**src/rtl/prc_pkg.sv**
```systemverilog
package prc_pkg;
  // Outcome of a register write as seen by the interval field
  typedef enum logic [1:0] {
    IW_NONE  = 2'd0,  // no write this cycle
    IW_KEEP  = 2'd1,  // same value written: no change, no restart
    IW_LOAD  = 2'd2,  // new value accepted: load and restart
    IW_BLOCK = 2'd3   // zero refused while wakeup timer is off
  } ival_wr_e;
endpackage

```
**src/rtl/prc_interval_reg.sv**
```systemverilog
module prc_interval_reg
  import prc_pkg::*;
#(
  parameter int IVAL_W = 6
) (
  input  logic              clk,
  input  logic              rst_any,
  input  logic              wr_en,
  input  logic [IVAL_W-1:0] wr_val,
  input  logic              timer_nz,
  output logic [IVAL_W-1:0] ival,
  output logic              restart
);
  ival_wr_e act;

  always_comb begin
    if (!wr_en)                        act = IW_NONE;
    else if (wr_val == ival)           act = IW_KEEP;
    else if (wr_val == '0 && !timer_nz) act = IW_BLOCK;
    else                               act = IW_LOAD;
  end

  assign restart = (act == IW_LOAD);

  always_ff @(posedge clk) begin
    if (rst_any)      ival <= '1;
    else if (restart) ival <= wr_val;
  end
endmodule

```
**src/rtl/prc_wake_counter.sv**
```systemverilog
module prc_wake_counter #(
  parameter int IVAL_W = 6
) (
  input  logic              clk,
  input  logic              rst_any,
  input  logic              restart,
  input  logic              wake,
  input  logic [IVAL_W-1:0] ival,
  output logic [IVAL_W-1:0] cnt,
  output logic              term,
  output logic              req
);
  localparam int EXT_W = IVAL_W + 1;

  logic             active;
  logic [EXT_W-1:0] cnt_inc;

  assign active  = (ival != '0);
  assign cnt_inc = {1'b0, cnt} + EXT_W'(1);
  assign term    = wake && active && !restart && (cnt_inc == {1'b0, ival});

  always_ff @(posedge clk) begin
    if (rst_any) begin
      cnt <= '0;
      req <= 1'b0;
    end else begin
      req <= term;
      if (restart || term || !active) cnt <= '0;
      else if (wake)                  cnt <= cnt_inc[IVAL_W-1:0];
    end
  end
endmodule

```
**src/rtl/prc_flag.sv**
```systemverilog
module prc_flag (
  input  logic clk,
  input  logic por,
  input  logic rst,
  input  logic set_evt,
  input  logic ack,
  output logic flag
);
  always_ff @(posedge clk) begin
    if (por)          flag <= 1'b0;
    else if (rst)     flag <= flag;
    else if (set_evt) flag <= 1'b1;   // set wins over a same-cycle ack
    else if (ack)     flag <= 1'b0;
  end
endmodule

```
**src/rtl/periodic_reset_ctrl.sv**
```systemverilog
module periodic_reset_ctrl #(
  parameter int IVAL_W = 6,
  parameter int DATA_W = IVAL_W + 2
) (
  input  logic              clk,
  input  logic              por,
  input  logic              rst,
  input  logic              wr_en,
  input  logic [DATA_W-1:0] wr_data,
  input  logic              rd_en,
  input  logic              wake_pulse,
  input  logic              wake_timer_nz,
  output logic [DATA_W-1:0] rd_data,
  output logic              reset_req,
  output logic [IVAL_W-1:0] cnt_snap
);
  localparam int FLAG_POS = DATA_W - 1;
  localparam int ACK_POS  = DATA_W - 2;

  logic              rst_any;
  logic              wr_live;
  logic [IVAL_W-1:0] ival_q;
  logic [IVAL_W-1:0] cnt_q;
  logic              restart;
  logic              term;
  logic              flag_q;

  assign rst_any = por | rst;
  assign wr_live = wr_en & ~rst_any;

  prc_interval_reg #(.IVAL_W(IVAL_W)) u_ival (
    .clk      (clk),
    .rst_any  (rst_any),
    .wr_en    (wr_live),
    .wr_val   (wr_data[IVAL_W-1:0]),
    .timer_nz (wake_timer_nz),
    .ival     (ival_q),
    .restart  (restart)
  );

  prc_wake_counter #(.IVAL_W(IVAL_W)) u_cnt (
    .clk     (clk),
    .rst_any (rst_any),
    .restart (restart),
    .wake    (wake_pulse),
    .ival    (ival_q),
    .cnt     (cnt_q),
    .term    (term),
    .req     (reset_req)
  );

  prc_flag u_flag (
    .clk     (clk),
    .por     (por),
    .rst     (rst),
    .set_evt (term),
    .ack     (wr_live & wr_data[ACK_POS]),
    .flag    (flag_q)
  );

  always_ff @(posedge clk) begin
    if (rst_any) begin
      rd_data  <= '0;
      cnt_snap <= '0;
    end else if (rd_en) begin
      rd_data  <= '0;
      rd_data[FLAG_POS]     <= flag_q;
      rd_data[IVAL_W-1:0]   <= ival_q;
      cnt_snap <= cnt_q;
    end
  end
endmodule

```
**config.mk**
```make
export PLATFORM = sky130hd
export DESIGN_NAME = periodic_reset_ctrl
export DESIGN_NICKNAME = d
export VERILOG_FILES = /design/src/rtl/prc_pkg.sv /design/src/rtl/prc_interval_reg.sv /design/src/rtl/prc_wake_counter.sv /design/src/rtl/prc_flag.sv /design/src/rtl/periodic_reset_ctrl.sv
export SDC_FILE = /design/constraint.sdc
export NUM_CORES = 1
export LEC_CHECK = 0
export ABC_AREA = 1
export BUFFER_PORTS_ARGS = -buffer_cell sky130_fd_sc_hd__buf_2
export CORE_MARGIN = 2
export CORE_UTILIZATION = 49
export DETAILED_ROUTE_END_ITERATION = 10
export PLACE_DENSITY_LB_ADDON = 0.15
export SLEW_MARGIN = 20
export SYNTH_ARGS = -nofsm -noshare
export SYNTH_HDL_FRONTEND = slang
export SYNTH_HIERARCHICAL = 1
export SYNTH_SLANG_ARGS = --single-unit
```
**constraint.sdc**
```tcl
create_clock -name clk -period 1.9 [get_ports clk]
set_input_delay 0.57 -clock clk [delete_from_list [all_inputs] [get_ports clk]]
set_output_delay 0.57 -clock clk [all_outputs]
set_load 0.02 [all_outputs]
```
## Yosys cells after proc, flatten, opt, wreduce, memory -nomap -nowiden

Index checks and enable logic that the tools add are counted.

- Bitwise logic cells: 5
- Reduce and logical (&&, ||, !) cells: 14
- Add/subtract/negate cells: 1
- Equality and inequality tests: 3
- Mux-type cells: 5

Operators with widths:

| cell | number |
|---|---|
| 6-bit by 1-bit adder with 7-bit output (second input constant) | 1 |
| 7-bit by 6-bit == test with 1-bit output | 1 |
| 6-bit == test | 1 |
| 6-bit zero test | 1 |
| 6-bit nonzero test | 1 |
| 1-bit logical AND | 4 |
| 2-bit 2-to-1 mux | 2 |
| 1-bit zero test | 3 |
| 1-bit 2-to-1 mux | 3 |
| 1-bit AND | 2 |
| 2-bit == test (second input constant) | 1 |
| 1-bit logical OR | 2 |
| 1-bit inverter | 2 |
| 2-bit AND reduction | 1 |
| 2-bit nonzero test | 1 |
| 2-bit OR reduction | 1 |
| 1-bit OR | 1 |

- Bits of input ports: 15
- Logic and storage cells: 34
- Flip-flop bits (word level): 27

## Logic depth before layout (Yosys ltp)

Gate-level depths: netlist of run 1.

- Word-level depth: 12
- Gate-level depth with buffers: 16
- Mapped depth without buffers: 16

## By module

Netlist of run 1, hierarchy kept.

By module, submodules not included:

| module | area each (um^2) | instances | seq. area each (um^2) | cells each |
|---|---|---|---|---|
| periodic_reset_ctrl | 586.8 | 1 | 260.2 | 90 |
| prc_wake_counter | 518.0 | 1 | 140.1 | 93 |
| prc_interval_reg | 416.6 | 1 | 120.1 | 65 |
| prc_flag | 43.8 | 1 | 20.0 | 6 |

## Worst setup path after synthesis of run 1

OpenSTA, ideal clock, no wires.

- Kind: input to register
- Start point: input port wr_data[0]
- End point: register u_flag.flag
- Data arrival time: 1.773 ns
- Path slack: 0.061 ns
- Library setup time: 0.066 ns
- Stages on the path: 16
- Cells stage by stage: inv_1 -> nand2_1 -> nand2_1 -> nor2_4 -> nand3_4 -> nand2_4 -> inv_1 -> inv_1 -> nand3_1 -> nor2_1 -> nand2_1 -> nor2_1 -> nand3_2 -> inv_1 -> nand2_1 -> a21oi_2

- Longest elaborated chain between the ends: 11

RTL lines:

| element | line | text |
|---|---|---|
| start, declared | periodic_reset_ctrl.sv:9 | `input logic [DATA_W-1:0] wr_data,` |
| 6-bit zero test | prc_interval_reg.sv:19 | `else if (wr_val == '0 && !timer_nz) act = IW_BLOCK;` |
| 1-bit logical AND | prc_interval_reg.sv:19 |  |
| 1-bit 2-to-1 mux | prc_interval_reg.sv:19 |  |
| 2-bit 2-to-1 mux * | prc_interval_reg.sv:18 | `else if (wr_val == ival) act = IW_KEEP;` |
| 2-bit 2-to-1 mux * | prc_interval_reg.sv:17 | `if (!wr_en) act = IW_NONE;` |
| 2-bit == test * | prc_interval_reg.sv:23 | `assign restart = (act == IW_LOAD);` |
| net restart | periodic_reset_ctrl.sv:24 | `logic restart;` |
| 1-bit zero test * | prc_wake_counter.sv:20 | `assign term = wake && active && !restart && (cnt_inc == {1'b0, ival});` |
| 1-bit logical AND * (2 in a row) | prc_wake_counter.sv:20 |  |
| net term | periodic_reset_ctrl.sv:25 | `logic term;` |
| 2-bit nonzero test (no source line) | - |  |
| 2-bit AND reduction (no source line) | - |  |
| end signal, assigned | prc_flag.sv:11 | `else if (rst) flag <= flag;` |
| end, declared | prc_flag.sv:7 | `output logic flag` |

The timed path passes the listed nets; every way through them passes the cells marked *.
A chain may end at the register's enable or synchronous reset.

## Worst setup path after layout of run 1

- Start point: input port wr_data[3]
- End point: register u_flag.flag

Same word-level chain as after synthesis.

==> results.tsv, run 1 <==
stage	metric	value	unit
clock_network	hold buffer count at CTS	0	
clock_network	Clk Latency, worst-skew pair	320	ps
synthesis	cell type with the largest total area after synthesis	sky130_fd_sc_hd__dfxtp_1	
global_routing	via count of the first global-routing pass	1329	
global_routing	number of antenna violations at the first check in global routing	0	
clock_network	clock tree from TritonCTS	yes	
status	status	finished clean	
routing	DR vias	1534	
run	count of maximum capacitance violations	0	
die	die area	3660	um2
sta	achievable frequency	0.575	GHz
routing	ANT nets after route	0	
synthesis	predominant post-synthesis flop cell	sky130_fd_sc_hd__dfxtp_1	
synthesis	synth cell count leaders	sky130_fd_sc_hd__nand2_1, sky130_fd_sc_hd__inv_1, sky130_fd_sc_hd__nor2_1	
placement	final estimated routing congestion in global placement	0.793	
setup_path	depth of the most critical reg-to-reg path	16	
sta	Finish-stage setup viols	0	
clock_network	Clock Path Buffers	2	
sta	final hold violation count	0	
setup_path	start-to-end type of the worst setup path	in2reg	
setup_path	most frequent cell on the critical path	sky130_fd_sc_hd__nor2_1	
clock_network	setup bufs post-CTS	0	
finish	FILL cells	324	
sta	clock tree skew after final layout	2.50	ps
power	worst supply voltage drop on vdd	293	uV
die	initial cell density of the core	51.3	%
sta	portion of the clock cycle consumed by the worst path in the final layout	91.5	%
sta	unrepaired setup endpoints after global routing	no	
routing	router iterations before antenna repair	4	
clock_network	total number of clock tree sinks	27	
finish	Layout area overhead	19.3	%
global_routing	global-route wire length before repair	5.40	mm
setup_path	Crit-path slowest cell	sky130_fd_sc_hd__nor2_1	
sta	fin. max-slew vios	0	
synthesis	post-synthesis cell count	254	
finish	core occupancy in the finished layout	61.1	%
finish	proportion of layout cells with a drive suffix above 1	23.0	%
synthesis	count of yosys warnings during synthesis	6	
global_routing	GRT Residual Overflow	0	
power	proportion of power drawn by combinational gates	18.4	%
synthesis	Async S/R FF share, synth	0	%
setup_path	Worst path max stage delay	170	ps
routing	total wire length	3.19	mm
global_routing	largest net degree at the start of global routing	27	
setup_path	Crit path buffers/inverters	4	
synthesis	number of synthesized flops with an enable pin	0	
setup_path	CP arrival	2010	ps
setup_path	Critical Path Stages	16	
clock_network	H-Tree Level Count	1	
setup_path	Worst Setup Start Kind	input pin	
setup_path	gate family responsible for the most delay along the worst path	simple AND/OR/NAND/NOR gates	
min_path	depth of the worst hold-timing path	2	
power	power per unit of standard cell area	554	nW/um2
routing	count of routing violations after the opening detailed-route iteration	108	
synthesis	leading cell type by number of instances after synthesis	sky130_fd_sc_hd__nand2_1	
synthesis	share of Yosys cell area claimed by the top area cell type	34.5	%
power	cell-internal power	743	uW
placement	number of I/O port buffers	27	
setup_path	chain of cells forming the critical path	buf_2, nor2_1, nand3_1, nor2_1, nor2_4, nand2_4, inv_1, inv_1, nand3_1, nor2_1, nand2_1, nor2_2, nand3_2, inv_2, nand2_1, a21oi_2	
setup_path	top fanout value on the critical path	4	
placement	HPWL after DPL	2.45	mm
die	placeable core region	3050	um2
setup_path	WP data required	2170	ps
finish	layout net count	313	
power	PnR Total Power	1.03	mW
clock_network	PostCTS Resize Cnt	0	
power	switching fraction of total power	28.1	%
die	ports placed on the boundary	30	
clock_network	TritonCTS buffer count	3	
power	clock power share	23.8	%
finish	Antenna Diode Count	0	
synthesis	ranking of synthesized cells by area	sky130_fd_sc_hd__dfxtp_1, sky130_fd_sc_hd__nand2_1, sky130_fd_sc_hd__inv_1	
routing	post-detailed-route wirelength per cell	9.38	um
synthesis	flip-flop and latch count after synthesis	27	
clock_network	clock root buffer	sky130_fd_sc_hd__clkbuf_4	
synthesis	Net Count, Synth	270	
sta	Post-Route Setup TNS	0	ps
power	Seq pwr share	57.9	%
synthesis	Mean Syn Cell Area	6.16	um2
power	Leakage	1.09	nW
die	Rows	20	
clock_network	clock slew seen by the registers of the worst setup and hold paths	140	ps
sta	shortest period the worst path allows	1740	ps
placement	number of cells in the design after placement	336	
routing	number of DRC violations after detailed routing	0	
finish	count of placed standard cells in the final layout, fillers left out	340	
power	total net switching power	291	uW
routing	Vias per Instance	4.51	
die	Die X	60.5	um
min_path	Hold/Removal Path Class	reg2reg	
die	Die Y	60.5	um
synthesis	number of unique standard cell types used by synthesis	23	
synthesis	post-synth design cell area	1570	um2
global_routing	Total Routing Usage GR	19.2	%
setup_path	type of element capturing the critical path	flip-flop	
synthesis	sequential element share of the synthesized area	34.5	%
cell families after synthesis:
group | after synthesis | share of synthesized area [%]
AOI/OAI and AO/OA | 7 | 2.48
DFF | 27 | 34.5
other | 1 | 0.240
adders and majority gates | 1 | 0.799
and+or+nand+nor | 164 | 46.8
buffers and inverters | 53 | 14.6
xor gates and xnor gates | 1 | 0.560
state kept, by name, indices dropped and copies added, names as in the netlist:
register	count
u_flag/flag	1
u_cnt/cnt	6
rd_data	7
u_ival/ival	6
cnt_snap	6
u_cnt/req	1
final timing paths:
kind                                                  start                        to  slack (ps)
worst min register to register      rd_data[3]$_SDFFE_PP0P_   rd_data[3]$_SDFFE_PP0P_         470
worst max register to register  u_ival/ival[3]$_SDFFE_PP1N_  u_flag/flag$_SDFFE_PP0P_         190
worst max-delay path                             wr_data[3]  u_flag/flag$_SDFFE_PP0P_         160
worst min-delay path                rd_data[3]$_SDFFE_PP0P_   rd_data[3]$_SDFFE_PP0P_         470
cell usage in the layout (no fill, tap or decap):
cell type	n
sky130_fd_sc_hd__o21ai_1	1
sky130_fd_sc_hd__nand2_2	2
sky130_fd_sc_hd__xnor2_1	1
sky130_fd_sc_hd__nand3_1	27
sky130_fd_sc_hd__ha_1	1
sky130_fd_sc_hd__nand2_1	80
sky130_fd_sc_hd__o21ai_0	5
sky130_fd_sc_hd__dfxtp_2	6
sky130_fd_sc_hd__inv_1	45
sky130_fd_sc_hd__nand3b_1	2
sky130_fd_sc_hd__conb_1	1
sky130_fd_sc_hd__nand3_2	1
sky130_fd_sc_hd__buf_2	27
sky130_fd_sc_hd__nor2_4	5
sky130_fd_sc_hd__clkbuf_1	1
sky130_fd_sc_hd__dfxtp_1	21
sky130_fd_sc_hd__nand2_4	1
sky130_fd_sc_hd__nand4_1	1
sky130_fd_sc_hd__clkbuf_4	3
sky130_fd_sc_hd__inv_2	2
sky130_fd_sc_hd__a21oi_2	1
sky130_fd_sc_hd__nor2_1	42
sky130_fd_sc_hd__buf_4	17
sky130_fd_sc_hd__nand3_4	1
sky130_fd_sc_hd__nor2_2	2
power groups by stage:
stage	Combinational (mW)	Clock, mW	Sequential [mW]
after floorplan	0.115	0	0.626
after global placement	0.187	0	0.610
after detailed placement	0.190	0	0.611
after CTS	0.190	0.252	0.598
after global routing	0.216	0.276	0.601
final	0.190	0.246	0.599
worst reg2reg max path: cells and delay by family (launching register included):
family                 cells  cell delay, ps
AO/OA/AOI/OAI              1             120
buffers and inverters      4             200
flip-flops                 1             370
AND/OR/NAND/NOR           11             970
routing by layer:
| layer | part of all wire [%] | vias up | track usage, % |
|---|---|---|---|
| met2 | 50 | 34 | 35.2 |
| met1 | 46 | 658 | 22.5 |
| met5 | 0 | - | 0 |
| li1 | - | 838 | - |
| met3 | 2.5 | 4 | 2.13 |
| met4 | 1.3 | 0 | 8.39 |
cell type report:
| class | instances | area [um2] | share of cell area [%] |
|---|---|---|---|
| inverter | 47 | 176 | 9.45 |
| sequential | 27 | 548 | 29.4 |
| multi-input combinational | 174 | 798 | 42.8 |
| tap | 44 | 55.1 | 2.95 |
| timing repair buffer | 44 | 263 | 14.1 |
| clock buffer | 4 | 26.3 | 1.41 |
metrics by stage:
stage                     instance area (um2)  setup WS [ps]  hold slack (ps)
final                                    1870            161              474
after global routing                     1870           9.70              490
after CTS                                1860            175              477
after detailed placement                 1830           -166              459
after global placement                   1830           -132              451
after floorplan                          1570           61.3              441
(Power assumes the default switching activity.)
==> run 2, diff against run 1 <==
--- a/config.mk
+++ b/config.mk
@@ -6,7 +6,7 @@
 export NUM_CORES = 1
 export LEC_CHECK = 0
 export ABC_AREA = 1
-export BUFFER_PORTS_ARGS = -buffer_cell sky130_fd_sc_hd__buf_2
+export BUFFER_PORTS_ARGS = -buffer_cell sky130_fd_sc_hd__buf_4
 export CORE_MARGIN = 2
 export CORE_UTILIZATION = 49
 export DETAILED_ROUTE_END_ITERATION = 10
==> results.tsv, run 2 (synthesis results as in run 1) <==
stage	metric	value	unit	change
setup_path	depth of the most critical reg-to-reg path	10		-6
clock_network	Clk Latency, worst-skew pair	330	ps	about the same
min_path	worst hold path endpoint	u_flag/flag$_SDFFE_PP0P_		
status	status	finished clean		
placement	HPWL after DPL	2.36	mm	-3.6%
power	proportion of power drawn by combinational gates	19.0	%	+0.6 points
min_path	startpoint of the tightest hold check path	u_flag/flag$_SDFFE_PP0P_		
routing	router iterations before antenna repair	4		unchanged
setup_path	Reg2Reg Setup Slack	210	ps	+20 ps
die	ports placed on the boundary	30		unchanged
routing	ANT nets after route	0		unchanged
setup_path	worst flop-to-flop path startpoint	u_cnt/cnt[1]$_SDFFE_PP0P_		
power	switching fraction of total power	28.5	%	+0.42 points
finish	most common cell after layout, fill and taps aside	sky130_fd_sc_hd__nand2_1		
power	Leakage	1.10	nW	+0.66%
placement	placed inst area	1890	um2	+3.3%
die	die area	3660	um2	unchanged
power	clock power share	24.2	%	+0.4 points
sta	final hold violation count	0		unchanged
setup_path	WP data required	2130	ps	-40 ps
setup_path	Critical R2R Capture	u_cnt/cnt[4]$_SDFFE_PP0P_		
power	power per unit of standard cell area	547	nW/um2	-1.3%
clock_network	clock slew seen by the registers of the worst setup and hold paths	150	ps	about the same
setup_path	start-to-end type of the worst setup path	in2reg		
routing	Vias per Instance	4.47		-0.88%
finish	proportion of layout cells with a drive suffix above 1	22.4	%	-0.60 points
finish	multi-input gate area in the final layout	801	um2	+0.31%
setup_path	Worst Setup Start Kind	input pin		
setup_path	top fanout value on the critical path	6		+2
sta	shortest period the worst path allows	1690	ps	-46.9 ps
global_routing	GRT Residual Overflow	0		unchanged
finish	highest-count cells in the layout ignoring fill and taps	sky130_fd_sc_hd__nand2_1, sky130_fd_sc_hd__inv_1, sky130_fd_sc_hd__buf_4		
global_routing	Total Routing Usage GR	19.5	%	+0.25 points
power	Seq pwr share	56.8	%	-1.1 points
routing	number of DRC violations after detailed routing	0		unchanged
setup_path	most frequent cell on the critical path	sky130_fd_sc_hd__nor2_1		
global_routing	global-route wire length before repair	5.41	mm	+0.26%
finish	Largest register FFs	7		unchanged
routing	total wire length	3.07	mm	-3.8%
placement	final estimated routing congestion in global placement	0.780		-1.7%
power	worst supply voltage drop on vdd	235	uV	-20%
routing	DR vias	1516		-1.2%
finish	Antenna Diode Count	0		unchanged
setup_path	chain of cells forming the critical path	buf_4, nor2_1, nand3_1, nor2_2, nor2_4, nand2_4, inv_1, inv_1, nand3_1, nor2_1, nand2_1, nor2_2, nand3_2, nand2_2, nor2_1		
min_path	depth of the worst hold-timing path	2		unchanged
clock_network	H-Tree Level Count	1		unchanged
clock_network	TritonCTS buffer count	3		unchanged
die	initial cell density of the core	51.3	%	unchanged
routing	post-detailed-route wirelength per cell	9.05	um	-3.5%
setup_path	CP arrival	1930	ps	-80 ps
finish	FILL cells	332		+2.5%
global_routing	via count of the first global-routing pass	1304		-1.9%
sta	achievable frequency	0.591	GHz	+2.8%
die	Rows	20		unchanged
global_routing	number of antenna violations at the first check in global routing	0		unchanged
setup_path	Worst path max stage delay	160	ps	about the same
setup_path	gate family responsible for the most delay along the worst path	simple AND/OR/NAND/NOR gates		
setup_path	Crit path buffers/inverters	3		-1
routing	count of routing violations after the opening detailed-route iteration	63		-42%
die	Die X	60.5	um	unchanged
power	cell-internal power	754	uW	+1.4%
sta	Finish-stage setup viols	0		unchanged
sta	Post-Route Setup TNS	0	ps	unchanged
die	Die Y	60.5	um	unchanged
die	placeable core region	3050	um2	unchanged
sta	clock tree skew after final layout	5.73	ps	+3.22 ps
placement	number of I/O port buffers	27		unchanged
clock_network	Clock Path Buffers	2		unchanged
finish	register area	544	um2	-0.69%
finish	Top reg by flops	rd_data		
finish	final design instance area without fill	1930	um2	+3.4%
sta	portion of the clock cycle consumed by the worst path in the final layout	89.1	%	-2.5 points
clock_network	clock tree from TritonCTS	yes		
sta	fin. max-slew vios	0		unchanged
finish	Layout area overhead	23.3	%	
setup_path	type of element capturing the critical path	flip-flop		
finish	layout net count	312		-0.32%
clock_network	total number of clock tree sinks	27		unchanged
run	count of maximum capacitance violations	0		unchanged
power	total net switching power	301	uW	+3.5%
min_path	Hold/Removal Path Class	reg2reg		
global_routing	largest net degree at the start of global routing	27		unchanged
clock_network	setup bufs post-CTS	0		unchanged
setup_path	Crit-path slowest cell	sky130_fd_sc_hd__nand2_2		
clock_network	hold buffer count at CTS	0		unchanged
clock_network	clock root buffer	sky130_fd_sc_hd__clkbuf_4		
## run 2: cell types whose count changed in the layout (fill, tap and decap cells not counted), sizes merged
cell,previous run,this run
buf,44,43
clkbuf,4,3
clkinvlp,0,1
## run 2: cell type report
cell class	instances	area share, %
Tap cell	44	2.85
Multi-Input combinational cell	174	41.5
Clock buffer	3	1.17
Clock inverter	1	0.389
Inverter	47	9.14
Timing Repair Buffer	43	16.7
Sequential cell	27	28.2
## run 2: timing repair
action | in CTS | in global routing
gates resized for setup | 0 | 6
endpoints found under the hold margin | 0 | 0
endpoints found under the setup margin | 0 | 7
## run 2: worst max-delay path by stage
stage / startpoint / to / slack [ps] / cells after the start
2_1_floorplan: wr_data[0] / u_flag/flag$_SDFFE_PP0P_ / 60 / 16
3_3_place_gp: wr_data[3] / u_cnt/cnt[5]$_SDFFE_PP0P_ / -180 / 15
3_5_place_dp: wr_data[3] / u_flag/flag$_SDFFE_PP0P_ / -200 / 16
4_1_cts: wr_data[3] / u_flag/flag$_SDFFE_PP0P_ / 150 / 16
5_1_grt: u_ival/ival[2]$_SDFFE_PP1N_ / u_flag/flag$_SDFFE_PP0P_ / -8 / 16
6_report: wr_data[3] / u_cnt/cnt[4]$_SDFFE_PP0P_ / 210 / 15
## run 2: through the flow
| stage | std cells | setup slack (ps) | total power, mW | hold WS [ps] | utilization [%] |
|---|---|---|---|---|---|
| floorplan | 254 | 61.3 | 0.740 | 441 | - |
| global placement | 335 | -182 | 0.809 | 456 | 61.9 |
| detailed placement | 335 | -197 | 0.811 | 459 | 61.9 |
| CTS | 339 | 155 | 1.06 | 479 | 62.9 |
| global route | 339 | -7.98 | 1.12 | 463 | 63.2 |
| finish | 339 | 207 | 1.05 | 479 | 63.2 |
## run 2: tightest hold or removal path, stage by stage (launching register included)
cell	delay [ps]
sky130_fd_sc_hd__dfxtp_1	340
sky130_fd_sc_hd__nand2_1	70
sky130_fd_sc_hd__a21oi_2	40
## run 2: power by group through the flow
stage	clock (mW)	sequential, mW	combinational [mW]
after floorplan	0	0.626	0.115
after global placement	0	0.611	0.198
after detailed placement	0	0.611	0.200
after CTS	0.265	0.599	0.201
after global routing	0.292	0.602	0.228
final	0.255	0.599	0.200
## run 2: routing by layer
| metal | part of all wire, % | routed length [um] | vias up | global-route usage [%] |
|---|---|---|---|---|
| met2 | 50 | 1550 | 30 | 35.6 |
| met5 | 0 | 0 | - | 0 |
| li1 | - | - | 838 | - |
| met4 | 0.88 | 27 | 0 | 7.45 |
| met1 | 45 | 1370 | 646 | 23.2 |
| met3 | 3.9 | 119 | 2 | 2.35 |
